$ cat config.mk
export PLATFORM = sky130hd
export DESIGN_NAME = irq_ctrl
export DESIGN_NICKNAME = d
export VERILOG_FILES = /design/src/rtl/irq_pkg.sv /design/src/rtl/irq_sync.sv /design/src/rtl/irq_sense.sv /design/src/rtl/irq_route.sv /design/src/rtl/irq_ctrl.sv
export SDC_FILE = /design/constraint.sdc
export NUM_CORES = 1
export LEC_CHECK = 0
export ABC_AREA = 1
export BUFFER_PORTS_ARGS = -buffer_cell sky130_fd_sc_hd__buf_2
export CELL_PAD_IN_SITES_DETAIL_PLACEMENT = 2
export CELL_PAD_IN_SITES_GLOBAL_PLACEMENT = 2
export CORE_MARGIN = 2
export CORE_UTILIZATION = 34
export DETAILED_ROUTE_END_ITERATION = 10
export PLACE_DENSITY = 0.85
export SYNTH_ARGS = -nofsm -noshare
export SYNTH_HDL_FRONTEND = slang
export SYNTH_SLANG_ARGS = --single-unit
$ cat constraint.sdc
create_clock -name clk -period 1.58 [get_ports clk]
set_input_delay 0.316 -clock clk [delete_from_list [all_inputs] [get_ports clk]]
set_output_delay 0.316 -clock clk [all_outputs]
set_load 0.005 [all_outputs]
$ cat src/rtl/irq_pkg.sv
package irq_pkg;
    localparam int NSRC   = 32;
    localparam int ADDR_W = 4;
    localparam int DATA_W = 32;

    typedef enum logic [ADDR_W-1:0] {
        OFF_STAT = 4'h0,
        OFF_EN   = 4'h2,
        OFF_CLS  = 4'h3,
        OFF_POL  = 4'h4,
        OFF_TRIG = 4'h5,
        OFF_MSK  = 4'h6,
        OFF_VEC  = 4'h7,
        OFF_VCFG = 4'h8
    } reg_off_e;

    typedef struct packed {
        logic [NSRC-1:0] en;
        logic [NSRC-1:0] cls;
        logic [NSRC-1:0] pol;
        logic [NSRC-1:0] trig;
    } cfg_t;

    // bit position carrying source n
    function automatic int src_pos(input int n);
        return NSRC - 1 - n;
    endfunction
endpackage

$ cat src/rtl/irq_sync.sv
module irq_sync #(
    parameter int W      = 32,
    parameter int STAGES = 2
) (
    input  logic         clk,
    input  logic         rst,
    input  logic [W-1:0] d_i,
    output logic [W-1:0] q_o
);
    logic [W-1:0] stage_q [STAGES];

    always_ff @(posedge clk) begin
        if (rst) begin
            for (int s = 0; s < STAGES; s++) stage_q[s] <= '0;
        end else begin
            stage_q[0] <= d_i;
            for (int s = 1; s < STAGES; s++) stage_q[s] <= stage_q[s-1];
        end
    end

    assign q_o = stage_q[STAGES-1];
endmodule

$ cat src/rtl/irq_sense.sv
module irq_sense #(
    parameter int N = 32
) (
    input  logic         clk,
    input  logic         rst,
    input  logic [N-1:0] line_i,
    input  logic [N-1:0] pol_i,
    input  logic [N-1:0] trig_i,
    output logic [N-1:0] set_o
);
    logic [N-1:0] prev_q;

    always_ff @(posedge clk) begin
        if (rst) prev_q <= '0;
        else     prev_q <= line_i;
    end

    for (genvar g = 0; g < N; g++) begin : g_bit
        logic active, edge_hit;
        always_comb begin
            active   = pol_i[g] ? line_i[g] : ~line_i[g];
            edge_hit = pol_i[g] ? (line_i[g] & ~prev_q[g]) : (~line_i[g] & prev_q[g]);
            set_o[g] = trig_i[g] ? edge_hit : active;
        end
    end
endmodule

$ cat src/rtl/irq_route.sv
module irq_route #(
    parameter int N = 32
) (
    input  logic [N-1:0] masked_i,
    input  logic [N-1:0] cls_i,
    output logic         norm_o,
    output logic         crit_o
);
    always_comb begin
        norm_o = |(masked_i & ~cls_i);
        crit_o = |(masked_i & cls_i);
    end
endmodule

$ cat src/rtl/irq_ctrl.sv
module irq_ctrl
    import irq_pkg::*;
(
    input  logic              clk,
    input  logic              rst,
    input  logic [NSRC-1:0]   src_i,
    input  logic [ADDR_W-1:0] bus_addr,
    input  logic [DATA_W-1:0] bus_wdata,
    input  logic              bus_we,
    input  logic              bus_re,
    output logic [DATA_W-1:0] bus_rdata,
    output logic              irq_norm_o,
    output logic              irq_crit_o
);
    cfg_t            cfg_q;
    logic [NSRC-1:0] status_q;
    logic [NSRC-1:0] line_s;
    logic [NSRC-1:0] set_v;
    logic [NSRC-1:0] clr_v;
    logic [NSRC-1:0] masked;

    irq_sync #(.W(NSRC), .STAGES(2)) u_sync (
        .clk (clk),
        .rst (rst),
        .d_i (src_i),
        .q_o (line_s)
    );

    irq_sense #(.N(NSRC)) u_sense (
        .clk    (clk),
        .rst    (rst),
        .line_i (line_s),
        .pol_i  (cfg_q.pol),
        .trig_i (cfg_q.trig),
        .set_o  (set_v)
    );

    assign clr_v  = (bus_we && bus_addr == OFF_STAT) ? bus_wdata[NSRC-1:0] : '0;
    assign masked = status_q & cfg_q.en;

    // configuration and status; a set event overrides a clear
    always_ff @(posedge clk) begin
        if (rst) begin
            cfg_q    <= '0;
            status_q <= '0;
        end else begin
            if (bus_we) begin
                case (bus_addr)
                    OFF_EN:   cfg_q.en   <= bus_wdata[NSRC-1:0];
                    OFF_CLS:  cfg_q.cls  <= bus_wdata[NSRC-1:0];
                    OFF_POL:  cfg_q.pol  <= bus_wdata[NSRC-1:0];
                    OFF_TRIG: cfg_q.trig <= bus_wdata[NSRC-1:0];
                    default:  ;
                endcase
            end
            status_q <= (status_q & ~clr_v) | set_v;
        end
    end

    always_ff @(posedge clk) begin
        if (rst) begin
            bus_rdata <= '0;
        end else if (bus_re) begin
            case (bus_addr)
                OFF_STAT: bus_rdata <= DATA_W'(status_q);
                OFF_EN:   bus_rdata <= DATA_W'(cfg_q.en);
                OFF_CLS:  bus_rdata <= DATA_W'(cfg_q.cls);
                OFF_POL:  bus_rdata <= DATA_W'(cfg_q.pol);
                OFF_TRIG: bus_rdata <= DATA_W'(cfg_q.trig);
                OFF_MSK:  bus_rdata <= DATA_W'(masked);
                default:  bus_rdata <= '0;
            endcase
        end
    end

    irq_route #(.N(NSRC)) u_route (
        .masked_i (masked),
        .cls_i    (cfg_q.cls),
        .norm_o   (irq_norm_o),
        .crit_o   (irq_crit_o)
    );
endmodule

; After elaboration in Yosys (flattened, before gate mapping)
; Memories as Yosys holds them, arrays and structs flattened.
; Cells that the tools add are included.
; W data, S select, Z words.
[word_totals]
ram_bits = 64
in_bits = 72
register_bits = 224
n_memories = 1
out_inout_bits = 34
[mem_list]
columns = memory, words, width, read_ports, rd_ports_with_merged_regs, wr, line
row1 = u_sync.stage_q, 2, 32, 2, 0, 2, irq_sync.sv:10  ; logic [W-1:0] stage_q [STAGES];
[classes]
bitwise = 137
n_reduce_logical = 8
n_eq_ne = 5
n_mux = 103
[op_table]
columns = operator, count
row1 = $pmux W32 S6, 1
row2 = $and A32 B32 Y32, 4
row3 = $mux W1, 99
row4 = $mux W32, 3
row5 = $and A1 B1 Y1, 64
row6 = $not A1 Y1, 64
row7 = $not A32 Y32, 2
row8 = $reduce_or A32 Y1, 2
row9 = $or A32 B32 Y32, 1
row10 = $eq A4 B3 Y1 const B, 3
row11 = $eq A4 B2 Y1 const B, 2
row12 = $reduce_and A2 Y1, 4
row13 = $logic_not A4 Y1, 1
row14 = $or A1 B1 Y1, 2
row15 = $logic_and A1 B1 Y1, 1

; Longest topological paths before layout
; Gate-level depths: netlist (run 1).
[logic_depth]
ltp_word = 6
depth_mapped = 10

; Hierarchy
; A second synthesis (run 1) with hierarchy kept.
[unflattened]
hier_cells = 2161
hier_area_um2 = 13917.1
[modules_own_cells]
columns = mod, n_inst, seq_area_each_um2, area_per_inst_um2, cells_per_inst
row1 = irq_ctrl, 1, 3843.7, 9255.1, 1388
row2 = irq_sync, 1, 1281.2, 2080.7, 231
row3 = irq_sense, 1, 640.6, 1995.7, 387
row4 = irq_route, 1, 0.0, 585.6, 155

; Worst setup path after synthesis (run 1)
; No wires, ideal clock.
[synth_path]
path_kind = input port to flip-flop
start = input rst
end = memory u_sync.stage_q[0][24]
t_required_ns = 1.452
setup_ns = 0.128
path_buffers = 3
arrival_ns = 1.185
cell_stages = 4
slack_ns = 0.268
cell_sequence = clkbuf_1 > clkbuf_1 > buf_1 > nor2_1
[synth_rtl]
columns = element, line
row1 = "start, declared", irq_ctrl.sv:5  ; input logic rst,
row2 = "end, declared", irq_sync.sv:10

; Worst setup path after layout (run 1)
[layout_path]
start = register status_q[23]
end = output irq_crit_o
[layout_via]
elab_chain_cells = 3
[layout_lines]
columns = element, line
row1 = "start, declared", irq_ctrl.sv:16  ; logic [NSRC-1:0] status_q;
row2 = "start signal, assigned", irq_ctrl.sv:56  ; status_q <= (status_q & ~clr_v) | set_v;
row3 = $and A32 B32 Y32, irq_ctrl.sv:39  ; assign masked = status_q & cfg_q.en;
row4 = $and A32 B32 Y32, irq_route.sv:11  ; crit_o = |(masked_i & cls_i);
row5 = $reduce_or A32 Y1, irq_route.sv:11
row6 = "end, declared", irq_ctrl.sv:13  ; output logic irq_crit_o
; Every way passes these cells.

==> results of run 1 <==
[cells by family (layout without fill, tap and decap cells)]
group / after synthesis / after routing / share of synthesized area [%]
simple gates: 812 / 812 / 27.7
buf+inv: 371 / 556 / 11.8
compound gates: 319 / 319 / 14.7
flops: 288 / 288 / 45.8
other cells: 0 / 1 / 0
[power by group through the flow]
stage | Clock (mW) | Sequential (mW) | Combinational [mW]
2_1_floorplan | 0 | 7.75 | 0.669
4_1_cts | 8.57 | 7.66 | 1.48
5_1_grt | 8.88 | 7.70 | 1.64
3_3_place_gp | 0 | 7.79 | 1.29
3_5_place_dp | 0 | 7.81 | 1.35
6_report | 8.47 | 7.68 | 1.53
[worst reg2reg max path: stages (launching register included)]
cell and delay (ns):
dfxtp_2 0.35, buf_4 0.14, nand2_4 0.05, o21ai_0 0.35
inv_2 0.06, nand2_1 0.11, nand2_1 0.09, a21oi_1 0.15
[layer usage]
| metal | vias up | routed length, um | track usage [%] |
|---|---|---|---|
| met4 | 2 | 2170 | 13.2 |
| met5 | - | 11 | 0 |
| met2 | 356 | 28400 | 51.6 |
| li1 | 6170 | - | - |
| met3 | 161 | 2250 | 5.00 |
| met1 | 6825 | 23200 | 32.7 |
[cells in the final DEF (no fill, tap or decap), drive strengths merged, types with 22 or more instances in the layout]
| cell | count |
|---|---|
| nand2 | 306 |
| buf | 207 |
| clkbuf | 50 |
| dfxtp | 288 |
| a31oi | 32 |
| dlygate4sd3 | 32 |
| o21ai | 94 |
| nand4 | 61 |
| a211oi | 67 |
| a21oi | 96 |
| nor2 | 242 |
| inv | 253 |
| nand3 | 202 |
| o22ai | 22 |
[path summary, 6_finish.rpt]
| kind | from | endpoint | cells after the start | slack [ns] |
|---|---|---|---|---|
| worst max-delay path | status_q[23] | irq_crit_o | 9 | -0.56 |
| worst max register to register | cfg_q[114] | bus_rdata[18] | 7 | 0.20 |
| worst min register to register | u_sync.stage_q[0][26] | u_sync.stage_q[0][58] | 2 | 0.40 |
| worst min-delay path | rst | u_sync.stage_q[0][58] | 2 | 0.06 |
[sequential cells by signal (all words and copies together) (netlist names)]
name,flops
cfg_q,128
u_sync.stage_q,64
bus_rdata,32
status_q,32
u_sense.prev_q,32
[per-stage QoR]
step	worst slack [ns]	setup TNS [ns]	area [sq um]	utilization [%]	power (mW)
after detailed placement	-0.0950	-0.738	14300	39.1	9.16
after floorplan	0.268	0	12600	-	8.42
after global placement	-0.0155	-0.0155	14300	39.1	9.08
final	-0.561	-1.07	16100	44.1	17.7
after CTS	-0.585	-1.14	15900	43.5	17.7
after global routing	-0.623	-1.19	16100	44.1	18.2
[area by class of cell]
class / instances / area (sq um)
Fill cell: 4166 / 20400
Sequential cell: 288 / 5800
Multi-Input combinational cell: 1131 / 5590
Timing Repair Buffer: 239 / 2000
Clock buffer: 50 / 995
Inverter: 254 / 957
Tap cell: 468 / 586
Clock inverter: 13 / 165
Antenna cell: 1 / 2.50
[timing repair]
item                                    CTS  global route
endpoints found under the setup margin    2             2
pin swaps                                16            24
hold buffers                             32             0
setup buffers                             4             5
gates resized for setup                  39            63
endpoints found under the hold margin    32             0
==> results.md, run 1 <==
- Status: complete, but fails checks
- Failing checks: negative setup slack
- First drt pass iteration count: 5
- Final setup viols: 2
- Largest net degree at the start of global routing: 65
- Most numerous cell in the Yosys netlist: nand2_1
- Top-area cell type share of the netlist area: 45.8%
- Worst skew pair latency: 0.56 ns
- First-pass GRT wire length: 86100 um
- Longest Clk Path Bufs: 3
- I/O pin count: 106
- Initial antenna violation count: 2
- Comb pwr share: 8.7%
- Die Footprint: 38600 sq um
- Share of layout cells above drive strength 1: 18.8%
- CTS tree: built
- Int Pwr: 13.1 mW
- Critical Path Start Type: flop
- Core area: 36500 sq um
- Most frequent cells after synthesis: nand2_1 (305), dfxtp_1 (288), nor2_1 (238)
- Slew at the pin with the worst max-slew slack: 0.418 ns
- Starting density of the core: 34.5%
- Flop pwr share: 43.4%
- Skew final: 0.0175 ns
- Slowest CP cell: dfxtp_2
- Root cell of the clock tree: clkbuf_16
- Max-Cap Viols: 0
- Final non-filler cell total: 2444
- WL per Instance: 22.9 um
- Setup CP Type: flop to output pin
- Relative slew slack: 72.1%
- Vias in the first global route: 15100
- Worst path required time: 1.26 ns
- Mapped Nets: 1862
- CP cell instances: nand2_4 > inv_4 > nand2_2 > o21ai_2 > a21oi_2 > nand3_4 > nor2_4 > nand2_4 > buf_6
- Cell taking the most area after synthesis: dfxtp_1
- Total track usage: 28.5%
- IO Port Bufs: 105
- Hold Crit Class: input port to flop
- Flops & latches, synth: 288
- Sw Share: 25.9%
- Avg Vias per Cell: 5.53
- Slowest cell delay on critical path: 0.34 ns
- Yosys cell types: 24
- Dpl hpwl: 32500 um
- RSZ-0062 raised after global routing: yes
- Worst-path fanout max: 2
- Die width: 196 um
- Mapped cell area: 12600 sq um
- Minimum clock period: 2.14 ns
- Syn Area/Cell: 7.03 sq um
- Leakage power: 6.84 nW
- DRT iter0 DRCs: 707
- Final Hold Viols: 0
- Ys Warns: 0
- WHS: 0.0630 ns
- Fmax: 467 MHz
- GP Congestion: 0.797
- Register area share after synthesis: 45.8%
- Max VDD drop: 0.000568 V
- Gr ovfl total: 0
- Area delta synth->final: 27.8%
- Fin nets: 2021
- Main synth FF type: dfxtp_1
- Setup crit end kind: output pin
- Worst path bufs/invs: 2
- Site Rows: 70
- H-tree levels: 2
- Placed Instances: 2340
- CTS Buf Count: 35
- Period utilization: 135%
- Total wire length: 56100 um
- Share of flip-flops with an asynchronous set or reset: 0%
- Final number of max-transition violations: 0
- Chip height: 196 um
- Vias: 13500
- Pwr per Cell Area: 1100 nW/um^2
- Post-Synthesis Cells: 1790
- CP top delay family: simple AND/OR/NAND/NOR gates
- DRC viols: 0
- Synth top area cells: dfxtp_1 (46%), nand2_1 (9.1%), nand3_1 (7.9%)
- DRT antenna net count: 0
- Most used cell, CP: nand2_4
- Clock Power Share: 47.9%
- EDFF count, synth: 0
- Clk slew on worst S/H paths: 0.07 ns
- Crit path DAT: 1.82 ns
- CTS Sinks: 288
- Final worst slack: -0.561 ns
- P_sw: 4.59 mW
Note: power is estimated with default switching activity, not from simulation.
==> inputs of run 2 (changes only) <==
==> constraint.sdc (replaced) <==
create_clock -name clk -period 1.58 [get_ports clk]
set_input_delay 0.158 -clock clk [delete_from_list [all_inputs] [get_ports clk]]
set_output_delay 0.158 -clock clk [all_outputs]
set_load 0.005 [all_outputs]
==> run 2 against run 1 <==
The run still ends with negative setup slack left. Core utilization increased by 0.058 points. Sequential power about the same. Register-to-register slack better by 0.02 ns. Final area grew 0.13%. Sequential cell count is the same. First-iteration DRC count rose by 14%. Largest cell class unchanged. Highest routed layer is now met4.
==> results.md, run 2 (synthesis results as in run 1) <==
- Status: complete, but fails checks
- Failing checks: negative setup slack
- Largest registers: cfg_q x128, u_sync.stage_q x64
- Pwr per Cell Area: 1080 nW/um^2
- WHS: 0.105 ns
- Core area: 36500 sq um
- Clk slew on worst S/H paths: 0.07 ns
- Largest Register: cfg_q
- DRC viols: 0
- Fin nets: 2027
- Max VDD drop: 0.000630 V
- First-pass GRT wire length: 91100 um
- Critical Path Start Type: flop
- Fmax: 497 MHz
- DRT antenna net count: 0
- Largest register FFs: 128
- Vias in the first global route: 15700
- Vias: 13800
- Slowest cell delay on critical path: 0.45 ns
- Worst path bufs/invs: 1
- Pre-CTS setup slack: -0.00300 ns
- Root cell of the clock tree: clkbuf_16
- Skew final: 0.0153 ns
- CTS Buf Count: 35
- # diodes: 0
- Minimum clock period: 2.01 ns
- Crit path DAT: 1.86 ns
- RSZ-0062 raised after global routing: yes
- Avg Vias per Cell: 5.63
- DRT iter0 DRCs: 808
- Fillers: 4140
- Most used cell, CP: nand2_2
- Share of layout cells above drive strength 1: 17.3%
- WL per Instance: 23.9 um
- Initial antenna violation count: 0
- Starting density of the core: 34.5%
- Worst-path fanout max: 3
- Leakage power: 6.76 nW
- CTS tree: built
- Setup CP Type: flop to output pin
- Die Footprint: 38600 sq um
- Chip height: 196 um
- First drt pass iteration count: 5
- CTS Sinks: 288
- H-tree levels: 2
- Final setup viols: 2
- Period utilization: 127%
- Relative slew slack: 62.8%
- Largest net degree at the start of global routing: 68
- CP cell instances: o22ai_2 > nor2_2 > nand2_2 > nor2_4 > nand2_2 > buf_2
- Setup crit end kind: output pin
- Final worst slack: -0.433 ns
- Area delta synth->final: 28.0%
- Slew at the pin with the worst max-slew slack: 0.558 ns
- Total wire length: 58400 um
- Slowest CP cell: dfxtp_1
- Worst skew pair latency: 0.55 ns
- Final core utilization: 44.1%
- GP Congestion: 0.783
- Total track usage: 30.2%
- Longest Clk Path Bufs: 3
- Worst path required time: 1.42 ns
- Commonest non-fill, non-tap cells in the layout: nand2_1 (275), dfxtp_1 (265), nor2_1 (229), inv_1 (225), nand3_1 (195)
- I/O pin count: 106
- Final number of max-transition violations: 0
- Gr ovfl total: 0
- Final Hold Viols: 0
- Hold Crit Class: input port to flop
- Max-Cap Viols: 0
- Most common cell after layout, fill and taps aside: nand2_1
- CP top delay family: simple AND/OR/NAND/NOR gates
- Site Rows: 70
- IO Port Bufs: 105
- Dpl hpwl: 31100 um
- Die width: 196 um
==> run 2: cell types whose count changed in the layout (fill, tap and decap cells not counted), moves of 3 or more <==
cell and delta:
dlygate4sd3_1 +38, buf_4 -29, nand2_2 +9, clkbuf_8 +8
nand2_4 -8, clkinv_2 -5, bufinv_16 -4, o22ai_1 -4
o22ai_2 +4, buf_6 -3, nor2_2 +3
==> run 2: power breakdown <==
| part | internal, mW | total (mW) | switching (mW) | leakage (nW) |
|---|---|---|---|---|
| clock network | 4.74 | 8.15 | 3.41 | 0.554 |
| registers | 7.50 | 7.69 | 0.198 | 2.36 |
| logic | 0.557 | 1.55 | 0.988 | 3.85 |
==> run 2: layout make-up <==
class | count | area, sq um | area share (%)
Sequential cell | 288 | 5790 | 36.0
Multi-Input combinational cell | 1131 | 5550 | 34.4
Timing Repair Buffer | 245 | 2110 | 13.1
Clock buffer | 56 | 1100 | 6.81
Inverter | 254 | 955 | 5.93
Tap cell | 468 | 586 | 3.63
Clock inverter | 4 | 20.0 | 0.124
==> run 2: final timing paths <==
check        slack (ns)             startpoint               endpoint  cells after the start
min reg2reg        0.40  u_sync.stage_q[0][28]  u_sync.stage_q[0][60]                      2
min                0.11                 bus_re          bus_rdata[23]                      4
max reg2reg        0.22           status_q[24]          bus_rdata[24]                      8
max               -0.43              cfg_q[87]             irq_norm_o                      6
==> run 2: per-layer routing <==
| layer | wire [um] | global-route usage, % | vias to the layer above | part of all wire, % |
|---|---|---|---|---|
| met4 | 3040 | 17.6 | 0 | 5.2 |
| met1 | 23200 | 34.2 | 6909 | 40 |
| met5 | 0 | 0 | - | 0 |
| met2 | 29500 | 53.8 | 468 | 51 |
| met3 | 2580 | 4.74 | 207 | 4.4 |
| li1 | - | - | 6182 | - |
==> run 2: what timing repair did <==
| action | CTS | global route |
|---|---|---|
| hold buffers | 70 | 0 |
| buffers inserted | 12 | 0 |
| endpoints found under the setup margin | 2 | 2 |
| gates cloned | 0 | 0 |
| pin swaps | 28 | 4 |
| endpoints found under the hold margin | 150 | 0 |
| resized for setup | 76 | 12 |
==> run 2: worst register-to-register path: stages, from the launching register on <==
cell and delay, ns:
dfxtp_1 0.38, nand2_1 0.11, inv_1 0.13, nand3_1 0.11, nand2_1 0.10, nor2_1 0.05, nand2_1 0.08, nand2_1 0.07
a21oi_1 0.25
==> run 2: metrics by stage <==
step                      total power, mW  cells  cell area, sq um   TNS, ns
final                                17.4   2446             16100    -0.846
after global routing                 17.9   2446             16100    -0.869
after CTS                            17.3   2446             16100    -0.638
after detailed placement             9.10   2304             14000  -0.00300
after global placement               9.02   2304             14000         0
after floorplan                      8.42   1790             12600         0
==> inputs of run 3 (changes only) <==
--- a/config.mk
+++ b/config.mk
@@ -7,12 +7,14 @@
 export LEC_CHECK = 0
 export ABC_AREA = 1
 export BUFFER_PORTS_ARGS = -buffer_cell sky130_fd_sc_hd__buf_2
+export CAP_MARGIN = 0
 export CELL_PAD_IN_SITES_DETAIL_PLACEMENT = 2
 export CELL_PAD_IN_SITES_GLOBAL_PLACEMENT = 2
 export CORE_MARGIN = 2
-export CORE_UTILIZATION = 34
+export CORE_UTILIZATION = 33
 export DETAILED_ROUTE_END_ITERATION = 10
-export PLACE_DENSITY = 0.85
+export PLACE_DENSITY = 0.84
 export SYNTH_ARGS = -nofsm -noshare
 export SYNTH_HDL_FRONTEND = slang
+export SYNTH_HIERARCHICAL = 1
 export SYNTH_SLANG_ARGS = --single-unit
==> run 3 against run 2 <==
Hold slack got worse by 0.068 ns. Largest power group unchanged. Non-clock buffer count did not move. Sequential share of layout area fell by 2.2 points. First-iteration DRC count rose by 86%. Die area rose by 14%. Clock-buffer cell count fell by 3. Sequential power barely moved. Critical endpoint unchanged. Global-route usage fell by 0.30 points. The run still ends with negative setup slack left. Via count rose by 19%.
==> results.md, run 3 <==
- Starting density of the core: 33.3%
- H-tree levels: 2
- Avg Vias per Cell: 5.74
- DRT antenna net count: 0
- Simple-gate area share of the yosys netlist: 35.0%
- Fillers: 4832
- Fmax: 487 MHz
- Dpl hpwl: 37200 um
- Ys Warns: 6
- RSZ-0062 raised after global routing: yes
- CP top delay family: simple AND/OR/NAND/NOR gates
- Fin nets: 2352
- Final non-filler cell total: 2853
- GP Congestion: 0.817
- First drt pass iteration count: 5
- Pre-CTS setup slack: 0.0152 ns
- Gr ovfl total: 0
- Largest registers: cfg_q x128, u_sync/stage_q x64
- DRC viols: 0
- Most numerous cell in the Yosys netlist: nand2_1
- CTS Buf Count: 35
- Total wire length: 76400 um
- Post-Synthesis Cells: 2161
- Xor and xnor area share after synthesis: 0%
- WHS: 0.0369 ns
- Cell taking the most area after synthesis: dfxtp_1
- Core area: 41800 sq um
- Compound-Gate Fraction of Synth Area: 8.16%
- Most frequent cells after synthesis: nand2_1 (657), inv_1 (325), dfxtp_1 (288)
- Setup CP Type: flop to output pin
- Synth Area in Adders: 0%
- CTS Sinks: 288
- Worst path required time: 1.42 ns
- Die Footprint: 43800 sq um
- Crit path DAT: 1.89 ns
- Synth top area cells: dfxtp_1 (41%), nand2_1 (18%), inv_1 (8.8%)
- Leakage power: 8.02 nW
- Largest Register: cfg_q
- Initial antenna violation count: 8
- Slew at the pin with the worst max-slew slack: 0.610 ns
- Flop pwr share: 42.2%
- EDFF count, synth: 0
- Share of layout cells above drive strength 1: 17.4%
- Final number of max-transition violations: 0
- Vias: 16400
- Die width: 209 um
- Int Pwr: 13.1 mW
- Comb pwr share: 9.4%
- IO Port Bufs: 105
- First-pass GRT wire length: 102000 um
- WL per Instance: 26.8 um
- DRT iter0 DRCs: 1500
- Critical Path Start Type: flop
- Pwr per Cell Area: 1050 nW/um^2
- Sw Share: 28.0%
- Failing checks: negative setup slack
- Placed Area: 15000 sq um
- Placed Instances: 2702
- Status: complete, but fails checks
- Mapped Nets: 2233
- Root cell of the clock tree: clkbuf_16
- Worst path bufs/invs: 2
- Chip height: 209 um
- Mux cell area share after synthesis: 0%
- Most common cell after layout, fill and taps aside: nand2_1
- Slowest CP cell: dfxtp_1
- Main combinational cell family by area after synthesis: simple AND/OR/NAND/NOR gates
- Skew final: 0.0267 ns
- Share of flip-flops with an asynchronous set or reset: 0%
- Most used cell, CP: nand2_1
- Final worst slack: -0.472 ns
- Reg2Reg Setup Slack: 0.11 ns
- Vias in the first global route: 17400
- Top-area cell type share of the netlist area: 41.4%
- Longest Clk Path Bufs: 3
- Clock Power Share: 48.4%
- Largest net degree at the start of global routing: 71
- Register area share after synthesis: 41.4%
- I/O pin count: 106
- Largest register FFs: 128
- Flops & latches, synth: 288
- Clk slew on worst S/H paths: 0.07 ns
- Site Rows: 75
- Worst skew pair latency: 0.58 ns
- Syn Area/Cell: 6.44 sq um
- CP cell instances: nand2_1 > inv_1 > nand2_1 > o21ai_2 > nor2_1 > nand2_1 > nor2_4 > nand2_2 > buf_6
- Total track usage: 29.9%
- Max VDD drop: 0.000744 V
- Worst-path fanout max: 3
- Period utilization: 130%
- Relative slew slack: 59.2%
- Slowest cell delay on critical path: 0.33 ns
- Max-Cap Viols: 0
- Main synth FF type: dfxtp_1
- Minimum clock period: 2.05 ns
- Final Hold Viols: 0
- Area delta synth->final: 24.5%
- Setup crit end kind: output pin
- Mapped cell area: 13900 sq um
- P_sw: 5.09 mW
- Final instance area: 17300 sq um
- Final setup viols: 2
- Hold Crit Class: input port to flop
- Commonest non-fill, non-tap cells in the layout: nand2_1 (597), inv_1 (302), dfxtp_1 (236), nand3_1 (218), a21oi_1 (192)
- CTS tree: built
- Yosys cell types: 16
run 3: cell types whose count changed after synthesis, moves of 31 or more:
| cell | delta |
|---|---|
| a211oi_1 | -67 |
| a21oi_1 | +96 |
| a31oi_1 | -32 |
| buf_4 | +31 |
| inv_1 | +95 |
| nand2_1 | +352 |
| nand4_1 | +35 |
| nor2_1 | -56 |
| o21ai_1 | -52 |
run 3: power by group through the flow:
stage                     registers (mW)  clock network (mW)  logic (mW)
after floorplan                     7.71                   0       0.807
after global placement              7.77                   0        1.32
after detailed placement            7.79                   0        1.37
after CTS                           7.64                8.61        1.55
after global routing                7.69                9.14        1.80
final                               7.68                8.81        1.72
run 3: cell families (layout without fill, tap and decap cells):
kind of cell / Yosys count / count (layout)
compound gates: 227 / 227
flops: 288 / 288
simple gates: 1157 / 1157
other cells: 0 / 7
buf+inv: 489 / 635
run 3: metal layers:
| metal | track usage [%] | vias to the layer above | routed length (um) |
|---|---|---|---|
| li1 | - | 6946 | - |
| met1 | 36.5 | 8194 | 29700 |
| met2 | 51.8 | 902 | 36200 |
| met3 | 3.80 | 341 | 5450 |
| met4 | 15.2 | 2 | 5020 |
| met5 | 0 | - | 13 |
run 3: per-stage QoR:
step | util (%) | power (mW) | TNS [ns]
6_report | 41.5 | 18.2 | -0.932
5_1_grt | 41.5 | 18.6 | -0.998
4_1_cts | 41.0 | 17.8 | -0.587
2_1_floorplan | - | 8.52 | 0
3_3_place_gp | 35.9 | 9.09 | 0
3_5_place_dp | 35.9 | 9.17 | 0
run 3: final cells by class:
cell class                 count  area (sq um)  area share, %
antenna                        7          17.5          0.101
clock buffer                  53          1080           6.25
clock inverter                11           116          0.672
inverter                     326          1220           7.06
multi-input combinational   1384          6290           36.3
sequential                   288          5850           33.7
tap                          539           674           3.89
timing repair buffer         245          2070           12.0
run 3: final timing paths:
path                                              end             startpoint  cells after the start
worst min-delay path               u_sense/prev_q[16]                    rst                      2
worst max-delay path                       irq_norm_o            status_q[3]                      9
worst min register to register  u_sync/stage_q[0][49]  u_sync/stage_q[0][17]                      2
worst max register to register          bus_rdata[10]           status_q[10]                      7
run 3: repair_timing:
action                                  4_1_cts  5_1_grt
endpoints found under the setup margin        2        2
hold buffers                                 64        0
buffers inserted                             11        6
resized for setup                           100       75
endpoints found under the hold margin       154        0
pin swaps                                    34       18
run 3: worst register-to-register path, cell delays in order (launching register included):
cell and delay, ns:
dfxtp_2 0.34, buf_4 0.14, nand3_1 0.10, nand2_1 0.09, nor2_1 0.33, nand2_1 0.21, nand2_1 0.11, a21oi_1 0.06
